### config.mk
export PLATFORM = sky130hd
export DESIGN_NAME = xacc_stretcher
export DESIGN_NICKNAME = d
export VERILOG_FILES = /design/src/rtl/xacc_stretch_pkg.sv /design/src/rtl/xacc_ctl_reg.sv /design/src/rtl/xacc_wait_sync.sv /design/src/rtl/xacc_stretch_cnt.sv /design/src/rtl/xacc_stretcher.sv
export SDC_FILE = /design/constraint.sdc
export NUM_CORES = 1
export LEC_CHECK = 0
export BUFFER_PORTS_ARGS = -buffer_cell sky130_fd_sc_hd__buf_4
export CAP_MARGIN = 5
export CORE_MARGIN = 1
export CORE_UTILIZATION = 45
export CTS_BUF_LIST = sky130_fd_sc_hd__clkbuf_2 sky130_fd_sc_hd__clkbuf_4 sky130_fd_sc_hd__clkbuf_8
export DETAILED_ROUTE_END_ITERATION = 7
export GPL_TIMING_DRIVEN = 1
export PLACE_DENSITY = 0.75
export SYNTH_ARGS = -nofsm -noshare
export SYNTH_HDL_FRONTEND = slang
export SYNTH_SLANG_ARGS = --single-unit
### constraint.sdc
create_clock -name clk -period 5.4 [get_ports clk]
set_clock_uncertainty 0.05 [all_clocks]
set_input_delay 0.27 -clock clk [delete_from_list [all_inputs] [get_ports clk]]
set_output_delay 0.27 -clock clk [all_outputs]
set_load 0.005 [all_outputs]
### src/rtl/xacc_stretch_pkg.sv
package xacc_stretch_pkg;

   typedef enum logic [1:0] {
      MODE_SINGLE   = 2'b00,
      MODE_NORM_EXP = 2'b01,
      MODE_EMUL_EXP = 2'b10,
      MODE_SPECIAL  = 2'b11
   } op_mode_e;

   function automatic logic mode_allows_stretch(input logic [1:0] m);
      return (m == MODE_NORM_EXP) || (m == MODE_EMUL_EXP);
   endfunction

endpackage

### src/rtl/xacc_ctl_reg.sv
module xacc_ctl_reg #(
   parameter int unsigned REG_W   = 8,
   parameter int unsigned FIELD_W = 3,
   parameter int unsigned WEN_BIT = 7,
   parameter logic [REG_W-1:0] RESET_VAL = 8'h07
) (
   input  logic               clk,
   input  logic               rst_n,
   input  logic               wr_en,
   input  logic [REG_W-1:0]   wdata,
   output logic [REG_W-1:0]   rdata,
   output logic [FIELD_W-1:0] field,
   output logic               wait_en
);
   localparam int unsigned MASK_I = (1 << WEN_BIT) | ((1 << FIELD_W) - 1);
   localparam logic [REG_W-1:0] WR_MASK = MASK_I[REG_W-1:0];

   logic [REG_W-1:0] ctl_q;

   always_ff @(posedge clk or negedge rst_n) begin
      if (!rst_n)
         ctl_q <= RESET_VAL & WR_MASK;
      else if (wr_en)
         ctl_q <= wdata & WR_MASK;
   end

   assign rdata   = ctl_q;
   assign field   = ctl_q[FIELD_W-1:0];
   assign wait_en = ctl_q[WEN_BIT];

endmodule

### src/rtl/xacc_wait_sync.sv
module xacc_wait_sync #(
   parameter int unsigned STAGES = 2
) (
   input  logic clk,
   input  logic rst_n,
   input  logic din,
   output logic dout
);
   logic [STAGES-1:0] sh_q;

   generate
      if (STAGES == 1) begin : g_one
         always_ff @(posedge clk or negedge rst_n) begin
            if (!rst_n) sh_q <= '0;
            else        sh_q <= din;
         end
      end else begin : g_chain
         always_ff @(posedge clk or negedge rst_n) begin
            if (!rst_n) sh_q <= '0;
            else        sh_q <= {sh_q[STAGES-2:0], din};
         end
      end
   endgenerate

   assign dout = sh_q[STAGES-1];

endmodule

### src/rtl/xacc_stretch_cnt.sv
module xacc_stretch_cnt #(
   parameter int unsigned FIELD_W  = 3,
   parameter int unsigned MIN_WAIT = 2
) (
   input  logic               clk,
   input  logic               rst_n,
   input  logic               start,
   input  logic               active,
   input  logic [FIELD_W-1:0] field,
   input  logic               wait_en,
   input  logic               wait_sync,
   output logic               busy,
   output logic               done
);
   localparam int unsigned FULL  = 2 ** FIELD_W;
   localparam int unsigned MAXN  = (FULL > MIN_WAIT) ? FULL : MIN_WAIT;
   localparam int unsigned CNT_W = $clog2(MAXN + 1);

   logic [CNT_W-1:0] base_n, load_n, cnt_q;
   logic             busy_q, wen_q, pass_q, hold;

   always_comb begin
      base_n = CNT_W'(field) + CNT_W'(1);
      load_n = base_n;
      if (wait_en && (base_n < CNT_W'(MIN_WAIT)))
         load_n = CNT_W'(MIN_WAIT);
   end

   assign hold = wen_q && wait_sync;

   always_ff @(posedge clk or negedge rst_n) begin
      if (!rst_n) begin
         busy_q <= 1'b0;
         cnt_q  <= '0;
         wen_q  <= 1'b0;
         pass_q <= 1'b0;
      end else begin
         pass_q <= start && !active && !busy_q;
         if (!busy_q) begin
            if (start && active) begin
               busy_q <= 1'b1;
               cnt_q  <= load_n - CNT_W'(1);
               wen_q  <= wait_en;
            end
         end else if (cnt_q != '0) begin
            cnt_q <= cnt_q - CNT_W'(1);
         end else if (!hold) begin
            busy_q <= 1'b0;
         end
      end
   end

   assign busy = busy_q;
   assign done = (busy_q && (cnt_q == '0) && !hold) || pass_q;

endmodule

### src/rtl/xacc_stretcher.sv
module xacc_stretcher #(
   parameter int unsigned REG_W       = 8,
   parameter int unsigned FIELD_W     = 3,
   parameter int unsigned WEN_BIT     = 7,
   parameter logic [REG_W-1:0] RESET_VAL = 8'h07,
   parameter int unsigned SYNC_STAGES = 2,
   parameter int unsigned MIN_WAIT    = 2
) (
   input  logic             clk,
   input  logic             rst_n,
   input  logic             reg_wr_en,
   input  logic [REG_W-1:0] reg_wdata,
   output logic [REG_W-1:0] reg_rdata,
   input  logic [1:0]       mode,
   input  logic             acc_start,
   input  logic             ext_wait,
   output logic             busy,
   output logic             acc_done
);
   import xacc_stretch_pkg::*;

   generate
      if (WEN_BIT >= REG_W || WEN_BIT < FIELD_W) begin : g_bad_bit
         $error("wait-enable bit must sit above the field and inside the register");
      end
      if (SYNC_STAGES < 1) begin : g_bad_sync
         $error("synchronizer needs at least one stage");
      end
      if (MIN_WAIT < SYNC_STAGES) begin : g_bad_min
         $error("minimum wait stretch must cover synchronizer latency");
      end
   endgenerate

   logic [FIELD_W-1:0] field;
   logic               wait_en, wait_sync, active;

   assign active = mode_allows_stretch(mode);

   xacc_ctl_reg #(
      .REG_W(REG_W), .FIELD_W(FIELD_W), .WEN_BIT(WEN_BIT), .RESET_VAL(RESET_VAL)
   ) u_reg (
      .clk(clk), .rst_n(rst_n), .wr_en(reg_wr_en), .wdata(reg_wdata),
      .rdata(reg_rdata), .field(field), .wait_en(wait_en)
   );

   xacc_wait_sync #(.STAGES(SYNC_STAGES)) u_sync (
      .clk(clk), .rst_n(rst_n), .din(ext_wait && active), .dout(wait_sync)
   );

   xacc_stretch_cnt #(.FIELD_W(FIELD_W), .MIN_WAIT(MIN_WAIT)) u_cnt (
      .clk(clk), .rst_n(rst_n), .start(acc_start), .active(active),
      .field(field), .wait_en(wait_en), .wait_sync(wait_sync),
      .busy(busy), .done(acc_done)
   );

endmodule

==> run_results.csv, run 1 <==
group,metric,value,unit
sta,setup-violations-final,0,
routing,drc_errors,0,
clocking,cts_max_level,1,
final_layout,fin_cells,102,
critical_path,required,5.50,ns
sta,finalSetupTns,0,ns
routing,drt-vias-per-instance,5.63,
logic_synthesis,yosys_register_bits,13,
final_layout,syn2layout_area_growth,20.9,%
sta,rsz0062_at_grt,"false",
routing,dr.pass1.iters,4,
pwr,power-per-cell-area,434,nW/µm²
critical_path,crit_path_end_kind,"flop",
global_route,grt.overflow.total,0,
final_layout,num-nets-final,105,
clocking,post_cts_resize_count,0,
global_route,grt_pass1_vias,481,
sta,setup_slack,3.30,ns
routing,postRouteWirelength,1250,µm
sta,timing_max_transition_violations_final,0,
logic_synthesis,postSynthCellCount,69,
critical_path,critical_path_class,"flop to flop",
place,pre_cts_slack,3.32,ns
routing,postRouteAntennaNets,0,
logic_synthesis,syn-cell-area,707,µm²
floorplan,io_pins,25,
worst_hold_path,hold_class,"input pin to flop",
clocking,numCtsBuffers,3,
critical_path,timing.critical_path.from_type,"flop",
run_status,run_status,"finished clean",
logic_synthesis,ys_seq_area_share,46.5,%
routing,num_vias,574,
global_route,groute.usage.overall,16.0,%
final_layout,utilization,61.8,%
critical_path,reg2reg_slack,3.30,ns
run,max_cap_viols,0,
floorplan,placeableCoreArea,1380,µm²
clocking,cts_tree,"built",
critical_path,crit_fanout,7,
clocking,cts_max_path_buffers,2,
sta,maxClockFrequency,476,MHz
global_route,grt_pass1_wl,2100,µm
clocking,path_clk_slew,0.07,ns
routing,wl_per_cell,12.3,µm
floorplan,die_width,41.6,µm
clocking,insertion_delay,0.28,ns
pwr,ir_drop,0.000188,V
final_layout,nFillCells,126,
clocking,clock_sink_count,13,
final_layout,layout-drive-gt1-share,33.3,%
critical_path,worstPathArrival,2.20,ns
clocking,cts_root_buffer,"sky130_fd_sc_hd__clkbuf_4",
logic_synthesis,synth_cell_types,29,
logic_synthesis,total_number_of_yosys_warnings,0,
place,dp_hpwl,944,µm
floorplan,initial_core_util,51.1,%
sta,post-route-min-period,2.10,ns
pwr,total_power,0.371,mW
floorplan,chipHeight,41.6,µm
final_layout,number_of_antenna_diodes,0,
place,dpl.cell_count,97,
floorplan,placement_row_count,13,
place,gp_congestion,0.721,
sta,fin_crit_sh,38.9,%
floorplan,area_of_the_die,1730,µm²
routing,detailedRoute.firstIterationViolations,10,
place,numPortBuffers,16,
global_route,grt_start_max_net_pins,14,
global_route,antenna_found_initial,0,
logic_synthesis,synth.avg_cell_area,10.2,µm²
sta,final_hold_viol_count,0,
pwr,power.leakage,0.404,nW
[repair_timing]
action	CTS	global route
setup buffers	0	0
hold buffers	1	0
hold endpoints to repair	13	0
[where the power goes]
| group | leakage, nW | internal, mW | total [mW] | switching, mW |
|---|---|---|---|---|
| sequential | 0.150 | 0.128 | 0.162 | 0.0348 |
| clock | 0.0184 | 0.0337 | 0.0650 | 0.0313 |
| combinational | 0.236 | 0.0752 | 0.143 | 0.0681 |
[logic make-up (layout without fill, tap and decap cells)]
group | Yosys count | count (layout) | synth area share [%]
buf+inv | 7 | 22 | 6.55
flops | 13 | 13 | 46.5
mux | 5 | 5 | 7.96
compound gates | 16 | 16 | 14.7
fa+ha+maj | 2 | 2 | 3.54
xor+xnor | 5 | 5 | 6.20
other cells | 1 | 4 | 0.530
simple gates | 20 | 20 | 14.0
[worst max-delay path, stage by stage, from the launching register on]
cell                       delay [ns]
sky130_fd_sc_hd__dfstp_2         0.59
sky130_fd_sc_hd__ha_1            0.27
sky130_fd_sc_hd__a2111o_1        0.39
sky130_fd_sc_hd__nand2_1         0.09
sky130_fd_sc_hd__ha_1            0.19
sky130_fd_sc_hd__xor2_1          0.16
sky130_fd_sc_hd__nand3_1         0.09
sky130_fd_sc_hd__o21ai_0         0.09
sky130_fd_sc_hd__a21oi_1         0.06
[Yosys cell counts]
| cell type | n | area share (%) |
|---|---|---|
| sky130_fd_sc_hd__a2111o_1 | 1 | 1.6 |
| sky130_fd_sc_hd__nand3_1 | 3 | 2.1 |
| sky130_fd_sc_hd__ha_1 | 2 | 3.5 |
| sky130_fd_sc_hd__and3_1 | 1 | 0.89 |
| sky130_fd_sc_hd__mux2_2 | 4 | 6.4 |
| sky130_fd_sc_hd__dfrtp_1 | 10 | 35 |
| sky130_fd_sc_hd__and2_1 | 1 | 0.89 |
| sky130_fd_sc_hd__xor2_1 | 3 | 3.7 |
| sky130_fd_sc_hd__dfstp_2 | 3 | 11 |
| sky130_fd_sc_hd__o21ai_0 | 4 | 2.8 |
| sky130_fd_sc_hd__conb_1 | 1 | 0.53 |
| sky130_fd_sc_hd__and2_0 | 1 | 0.89 |
| sky130_fd_sc_hd__o311ai_0 | 1 | 1.2 |
| sky130_fd_sc_hd__buf_2 | 1 | 0.71 |
| sky130_fd_sc_hd__a211oi_1 | 1 | 1.1 |
| sky130_fd_sc_hd__a21o_1 | 1 | 1.1 |
| sky130_fd_sc_hd__nand2_2 | 1 | 0.89 |
| sky130_fd_sc_hd__nand2_1 | 7 | 3.7 |
| sky130_fd_sc_hd__o31a_2 | 1 | 1.4 |
| sky130_fd_sc_hd__nor3b_1 | 1 | 1.1 |
| sky130_fd_sc_hd__buf_4 | 5 | 5.3 |
| sky130_fd_sc_hd__mux2_1 | 1 | 1.6 |
| sky130_fd_sc_hd__a21oi_1 | 6 | 4.2 |
| sky130_fd_sc_hd__inv_1 | 1 | 0.53 |
| sky130_fd_sc_hd__a311oi_1 | 1 | 1.2 |
| sky130_fd_sc_hd__xnor2_1 | 2 | 2.5 |
| sky130_fd_sc_hd__nor2b_1 | 1 | 0.89 |
| sky130_fd_sc_hd__nor2_1 | 3 | 1.6 |
| sky130_fd_sc_hd__or4_1 | 1 | 1.1 |
[path summary, 6_finish.rpt]
kind | start | endpoint | cells past startpoint
max reg2reg | u_reg.rdata[0] | u_cnt.cnt_q[2] | 8
min reg2reg | u_sync.sh_q[0] | u_sync.sh_q[1] | 0
min in group asynchronous | rst_n | u_reg.rdata[7] | 2
min | ext_wait | u_sync.sh_q[0] | 2
max in group asynchronous | rst_n | u_reg.rdata[0] | 2
max | u_reg.rdata[0] | u_cnt.cnt_q[2] | 8
[cell type report]
class | count | area, µm² | area share (%)
inverter | 1 | 3.75 | 0.439
sequential | 13 | 329 | 38.5
timing repair buffer | 17 | 130 | 15.2
multi-input combinational | 52 | 343 | 40.1
tap | 15 | 18.8 | 2.20
clock buffer | 4 | 30.0 | 3.51
[metal layers]
layer  track usage (%)  up-vias  part of all wire (%)
li1                  -      273                     -
met1              21.9      280                    47
met2              21.9       16                    46
met3              3.91        5                   3.6
met4              11.6        0                   3.3
met5                 0        -                     0
[per-stage QoR]
stage / cell area (µm²) / hold slack, ns
global placement: 815 / 0.0721
CTS: 855 / 0.149
floorplan: 718 / -0.0756
finish: 855 / 0.150
detailed placement: 815 / 0.0742
global route: 855 / 0.158
[sequential cells by signal, indices dropped and copies added, names as in the netlist]
signal	cells
u_cnt.busy	1
u_cnt.cnt_q	4
u_cnt.pass_q	1
u_cnt.wen_q	1
u_reg.rdata	4
u_sync.sh_q	2
[layout by cell type (no fill, tap or decap), types with 2 or more instances in the layout]
cell type	netlist	final
sky130_fd_sc_hd__xor2_1	3	3
sky130_fd_sc_hd__a21oi_1	6	6
sky130_fd_sc_hd__dfstp_2	3	3
sky130_fd_sc_hd__nand3_1	3	3
sky130_fd_sc_hd__nor2_1	3	3
sky130_fd_sc_hd__dfrtp_1	10	10
sky130_fd_sc_hd__mux2_2	4	4
sky130_fd_sc_hd__conb_1	1	4
sky130_fd_sc_hd__o21ai_0	4	4
sky130_fd_sc_hd__buf_4	5	16
sky130_fd_sc_hd__xnor2_1	2	2
sky130_fd_sc_hd__clkbuf_4	0	4
sky130_fd_sc_hd__nand2_1	7	7
sky130_fd_sc_hd__ha_1	2	2
Power figures use the tool's default switching activity.
==> run 2: changes to the inputs <==
ABC_AREA = 1   (was default)
clock period = 1.98 ns   (was 5.4 ns; I/O delays follow)
==> run_results.csv, run 2 <==
group,metric,value,unit
routing,postRouteWirelength,1240,µm
floorplan,io_pins,25,
sta,fin_crit_sh,92.1,%
sta,rsz0062_at_grt,"false",
logic_synthesis,synth_compound_area_share,10.4,%
final_layout,num-nets-final,125,
sta,post-route-min-period,1.82,ns
logic_synthesis,yosys.area_share.xor_xnor,2.51,%
routing,dr.pass1.iters,4,
final_layout,layout-drive-gt1-share,29.0,%
sta,finalSetupTns,0,ns
global_route,antenna_found_initial,0,
clocking,cts_root_buffer,"sky130_fd_sc_hd__clkbuf_4",
global_route,grt.overflow.total,0,
logic_synthesis,postSynth.asyncResetShare,100,%
worst_hold_path,hold_class,"input pin to flop",
floorplan,die_width,41.4,µm
global_route,grt_start_max_net_pins,14,
critical_path,worstReg2RegStart,"u_reg.rdata[0]",
routing,drc_errors,0,
place,numPortBuffers,16,
routing,drt-vias-per-instance,4.76,
worst_hold_path,min_from,"reg_wdata[2]",
critical_path,r2r_end,"u_cnt.cnt_q[2]",
critical_path,crit_path_end_kind,"flop",
worst_hold_path,timing.hold.worst_endpoint,"u_reg.rdata[2]",
clocking,path_clk_slew,0.08,ns
final_layout,syn2layout_area_growth,30.5,%
sta,timing_max_transition_violations_final,0,
logic_synthesis,synth_common_cells,"sky130_fd_sc_hd__nand2_1 (21), sky130_fd_sc_hd__dfrtp_1 (10), sky130_fd_sc_hd__inv_1 (7), sky130_fd_sc_hd__nor2_1 (7)",
logic_synthesis,synthSimpleGateAreaFrac,22.3,%
critical_path,required,2.14,ns
sta,maxClockFrequency,548,MHz
global_route,groute.usage.overall,20.8,%
clocking,cts_max_path_buffers,2,
logic_synthesis,ys_top_cells_by_area,"sky130_fd_sc_hd__dfrtp_1 (36%), sky130_fd_sc_hd__dfstp_2 (11%), sky130_fd_sc_hd__nand2_1 (11%)",
final_layout,utilization,66.6,%
critical_path,worstPathArrival,1.99,ns
clocking,cts_max_level,1,
logic_synthesis,synth.area.mux_share,3.23,%
logic_synthesis,synth.avg_cell_area,8.50,µm²
clocking,cts_hold_repair_buffers,7,
final_layout,number_of_antenna_diodes,0,
logic_synthesis,count_leader_synth,"sky130_fd_sc_hd__nand2_1",
clocking,insertion_delay,0.28,ns
final_layout,layout.cell_area.non_filler,910,µm²
run,max_cap_viols,0,
floorplan,chipHeight,41.4,µm
routing,detailedRoute.firstIterationViolations,11,
logic_synthesis,yosys_register_bits,13,
pwr,power.leakage,0.477,nW
place,dp_hpwl,943,µm
place,gp_congestion,0.735,
worst_hold_path,worstHoldPathCells,3,
run_status,run_status,"finished clean",
critical_path,timing.critical_path.from_type,"flop",
floorplan,area_of_the_die,1710,µm²
floorplan,placeableCoreArea,1370,µm²
critical_path,critical_path_class,"flop to flop",
logic_synthesis,synth_top_family_by_area,"simple AND/OR/NAND/NOR gates",
place,dpl_cell_area,810,µm²
clocking,clock_sink_count,13,
sta,setup-violations-final,0,
routing,wl_per_cell,10.2,µm
global_route,grt_pass1_vias,542,
sta,final_hold_viol_count,0,
clocking,number_of_buffers_added_for_setup_after_cts,0,
logic_synthesis,syn-cell-area,697,µm²
floorplan,placement_row_count,13,
pwr,ir_drop,0.000709,V
pwr,power-per-cell-area,1190,nW/µm²
critical_path,reg2reg_slack,0.16,ns
logic_synthesis,postSynthCellCount,82,
logic_synthesis,synth_adder_area_share,3.59,%
clocking,cts_tree,"built",
final_layout,final_common_cell,"sky130_fd_sc_hd__nand2_1",
routing,num_vias,581,
critical_path,crit_fanout,5,
global_route,grt_pass1_wl,2170,µm
logic_synthesis,synth_top_cell_area_share,35.9,%
logic_synthesis,synth-main-ff-cell,"sky130_fd_sc_hd__dfrtp_1",
routing,postRouteAntennaNets,0,
logic_synthesis,number_of_flops_mapped_to_enable_cells_by_yosys,0,
floorplan,initial_core_util,51.0,%
final_layout,nFillCells,107,
logic_synthesis,ys_seq_area_share,47.2,%
critical_path,worstRegToRegCells,8,
logic_synthesis,synthDominantAreaCellType,"sky130_fd_sc_hd__dfrtp_1",
logic_synthesis,total_number_of_yosys_warnings,0,
logic_synthesis,synth_cell_types,22,
final_layout,most-common-layout-cells,"sky130_fd_sc_hd__nand2_1 (21), sky130_fd_sc_hd__buf_4 (16), sky130_fd_sc_hd__dfrtp_1 (10)",
clocking,numCtsBuffers,3,
clocking,post_cts_resize_count,0,
run 2: changes by cell type after synthesis, sizes merged, moves of 3 or more:
cell and change:
nor2 +4, mux2 -3, nand2 +15, inv +8
a21oi -4, o21ai +3
run 2: area by class of cell:
cell class	instances	area, µm²	area share [%]
flip-flops and latches	13	329	36.2
multi-input cells	58	308	33.8
repair buffers	23	190	20.9
inverters	9	33.8	3.71
clock buffers	4	30.0	3.30
well taps	15	18.8	2.06
run 2: power breakdown:
| group | leakage (nW) | internal [mW] | switching (mW) |
|---|---|---|---|
| clock | 0.0184 | 0.0920 | 0.0887 |
| sequential | 0.156 | 0.350 | 0.0683 |
| combinational | 0.303 | 0.219 | 0.266 |
| total | 0.477 | 0.661 | 0.423 |
run 2: how the worst max path moves through the flow:
stage                     slack, ns           start             end
after floorplan                0.25  u_reg.rdata[0]  u_cnt.cnt_q[2]
after global placement         0.20  u_reg.rdata[0]  u_cnt.cnt_q[2]
after detailed placement       0.16  u_reg.rdata[0]  u_cnt.cnt_q[2]
after CTS                      0.14  u_reg.rdata[0]  u_cnt.cnt_q[2]
after global routing           0.06  u_reg.rdata[0]  u_cnt.cnt_q[2]
final                          0.16  u_reg.rdata[0]  u_cnt.cnt_q[2]
run 2: per-stage QoR:
stage	instances	power, mW	setup slack, ns	hold WS [ns]
floorplan	85	0.773	0.249	-0.247
global placement	111	0.883	0.198	-0.0976
detailed placement	111	0.903	0.159	-0.0987
CTS	122	1.09	0.139	0.0133
global route	122	1.19	0.0579	0.0225
finish	122	1.08	0.156	0.00942
run 2: worst max-delay path, stage by stage, from the launching register on:
cell and delay, ns:
sky130_fd_sc_hd__dfstp_2 0.57, sky130_fd_sc_hd__ha_1 0.25, sky130_fd_sc_hd__nor2_1 0.11, sky130_fd_sc_hd__nand3_1 0.15, sky130_fd_sc_hd__nand2_1 0.11, sky130_fd_sc_hd__nand2_2 0.06, sky130_fd_sc_hd__ha_1 0.19, sky130_fd_sc_hd__xor2_1 0.16
sky130_fd_sc_hd__o21ai_1 0.12
run 2: layer usage:
layer,vias to the layer above,routed length (µm),global-route usage (%)
met5,-,0,0
met4,0,42,14.5
met3,5,43,4.79
met2,15,603,33.6
met1,261,554,24.1
li1,300,-,-
run 2: logic make-up (layout without fill, tap and decap cells):
group | count (synthesis) | in the layout
flip-flops | 13 | 13
XOR/XNOR | 2 | 2
other | 1 | 4
AO/OA/AOI/OAI | 11 | 11
adder cells (fa/ha/maj) | 2 | 2
multiplexers | 2 | 2
AND/OR/NAND/NOR | 37 | 37
buffers and inverters | 14 | 36
==> run 3: changes to the inputs <==
PLACE_DENSITY = 0.85   (was 0.75)
==> run_results.csv, run 3 (synthesis gave the netlist of run 2 again) <==
group,metric,value,unit
run_status,run_status,"finished clean",
global_route,groute.usage.overall,18.5,%
routing,drt-vias-per-instance,4.89,
clocking,post_cts_resize_count,0,
critical_path,worstPathArrival,1.98,ns
final_layout,most-common-layout-cells,"sky130_fd_sc_hd__nand2_1 (21), sky130_fd_sc_hd__buf_4 (16), sky130_fd_sc_hd__dfrtp_1 (10)",
floorplan,placement_row_count,13,
final_layout,final_common_cell,"sky130_fd_sc_hd__nand2_1",
final_layout,layout-drive-gt1-share,29.5,%
routing,drc_errors,0,
critical_path,crit_fanout,5,
sta,setup-violations-final,0,
clocking,number_of_buffers_added_for_setup_after_cts,0,
critical_path,timing.critical_path.from_type,"flop",
global_route,grt_start_max_net_pins,14,
sta,fin_crit_sh,92.5,%
place,gp_congestion,0.758,
clocking,clock_sink_count,13,
final_layout,syn2layout_area_growth,27.6,%
final_layout,num-nets-final,123,
pwr,total_power,1.07,mW
global_route,antenna_found_initial,0,
routing,detailedRoute.firstIterationViolations,7,
pwr,ir_drop,0.000650,V
clocking,insertion_delay,0.27,ns
sta,finalHoldWorstSlack,0.0117,ns
floorplan,chipHeight,41.4,µm
floorplan,io_pins,25,
place,dp_hpwl,916,µm
critical_path,crit_path_end_kind,"flop",
pwr,power-per-cell-area,1200,nW/µm²
sta,maxClockFrequency,546,MHz
routing,wl_per_cell,10.4,µm
routing,postRouteWirelength,1250,µm
final_layout,utilization,65.1,%
floorplan,die_width,41.4,µm
routing,num_vias,587,
sta,rsz0062_at_grt,"false",
clocking,path_clk_slew,0.08,ns
clocking,cts_max_level,1,
run,max_cap_viols,0,
global_route,grt_pass1_wl,1960,µm
clocking,cts_root_buffer,"sky130_fd_sc_hd__clkbuf_4",
clocking,cts_max_path_buffers,2,
sta,finalSetupTns,0,ns
floorplan,placeableCoreArea,1370,µm²
sta,final_hold_viol_count,0,
pwr,power.leakage,0.469,nW
worst_hold_path,hold_class,"input pin to flop",
critical_path,required,2.13,ns
routing,postRouteAntennaNets,0,
critical_path,critical_path_class,"flop to flop",
clocking,cts_tree,"built",
routing,dr.pass1.iters,4,
floorplan,initial_core_util,51.0,%
clocking,numCtsBuffers,3,
sta,setup_slack,0.148,ns
place,numPortBuffers,16,
place,pre_cts_slack,0.145,ns
sta,timing_max_transition_violations_final,0,
global_route,grt_pass1_vias,518,
sta,post-route-min-period,1.83,ns
global_route,grt.overflow.total,0,
final_layout,number_of_antenna_diodes,0,
floorplan,area_of_the_die,1710,µm²
## run 3: cell count changes in the layout (fill, tap and decap cells not counted), sizes merged
cell and delta:
dlygate4sd3 -2
## run 3: final cells by class
cell class                 instances  area (µm²)
fill                             119         477
sequential                        13         329
multi-input combinational         58         308
timing repair buffer              21         170
inverter                           9        33.8
clock buffer                       4        30.0
tap                               15        18.8
## run 3: stage by stage
stage	instances	cell area, µm²
floorplan	85	708
global placement	111	810
detailed placement	111	810
CTS	120	890
global route	120	890
finish	120	890
## run 3: layer usage
| layer | vias to the layer above | share of wire, % | routed length (µm) | track usage, % |
|---|---|---|---|---|
| li1 | 296 | - | - | - |
| met1 | 269 | 41 | 512 | 19.3 |
| met2 | 18 | 53 | 663 | 34.4 |
| met3 | 4 | 4.9 | 61 | 5.32 |
| met4 | 0 | 1.2 | 15 | 7.26 |
| met5 | - | 0 | 0 | 0 |
## run 3: where the power goes
part           total (mW)  switching, mW  internal (mW)  leakage (nW)
clock               0.174         0.0822         0.0917        0.0184
combinational       0.478          0.261          0.217         0.295
sequential          0.417         0.0669          0.350         0.156
total                1.07          0.410          0.659         0.469
## run 3: final timing paths
path                                 from             end  slack [ns]  cells after the start
max reg2reg                u_reg.rdata[0]  u_cnt.cnt_q[2]        0.15                      8
min reg2reg                u_sync.sh_q[0]  u_sync.sh_q[1]        0.31                      0
max in group asynchronous           rst_n  u_reg.rdata[2]        1.50                      2
min in group asynchronous           rst_n  u_sync.sh_q[0]        0.15                      2
min                          reg_wdata[1]  u_reg.rdata[1]        0.01                      2
max                        u_reg.rdata[0]  u_cnt.cnt_q[2]        0.15                      8
## run 3: timing repair
action | in CTS | in global routing
hold endpoints to repair | 16 | 0
setup endpoints to repair | 0 | 0
hold buffers | 5 | 0
## run 3: critical path: stages, from the launching register on
cell	delay, ns
sky130_fd_sc_hd__dfstp_2	0.58
sky130_fd_sc_hd__ha_1	0.25
sky130_fd_sc_hd__nor2_1	0.11
sky130_fd_sc_hd__nand3_1	0.14
sky130_fd_sc_hd__nand2_1	0.11
sky130_fd_sc_hd__nand2_2	0.06
sky130_fd_sc_hd__ha_1	0.18
sky130_fd_sc_hd__xor2_1	0.15
sky130_fd_sc_hd__o21ai_1	0.13
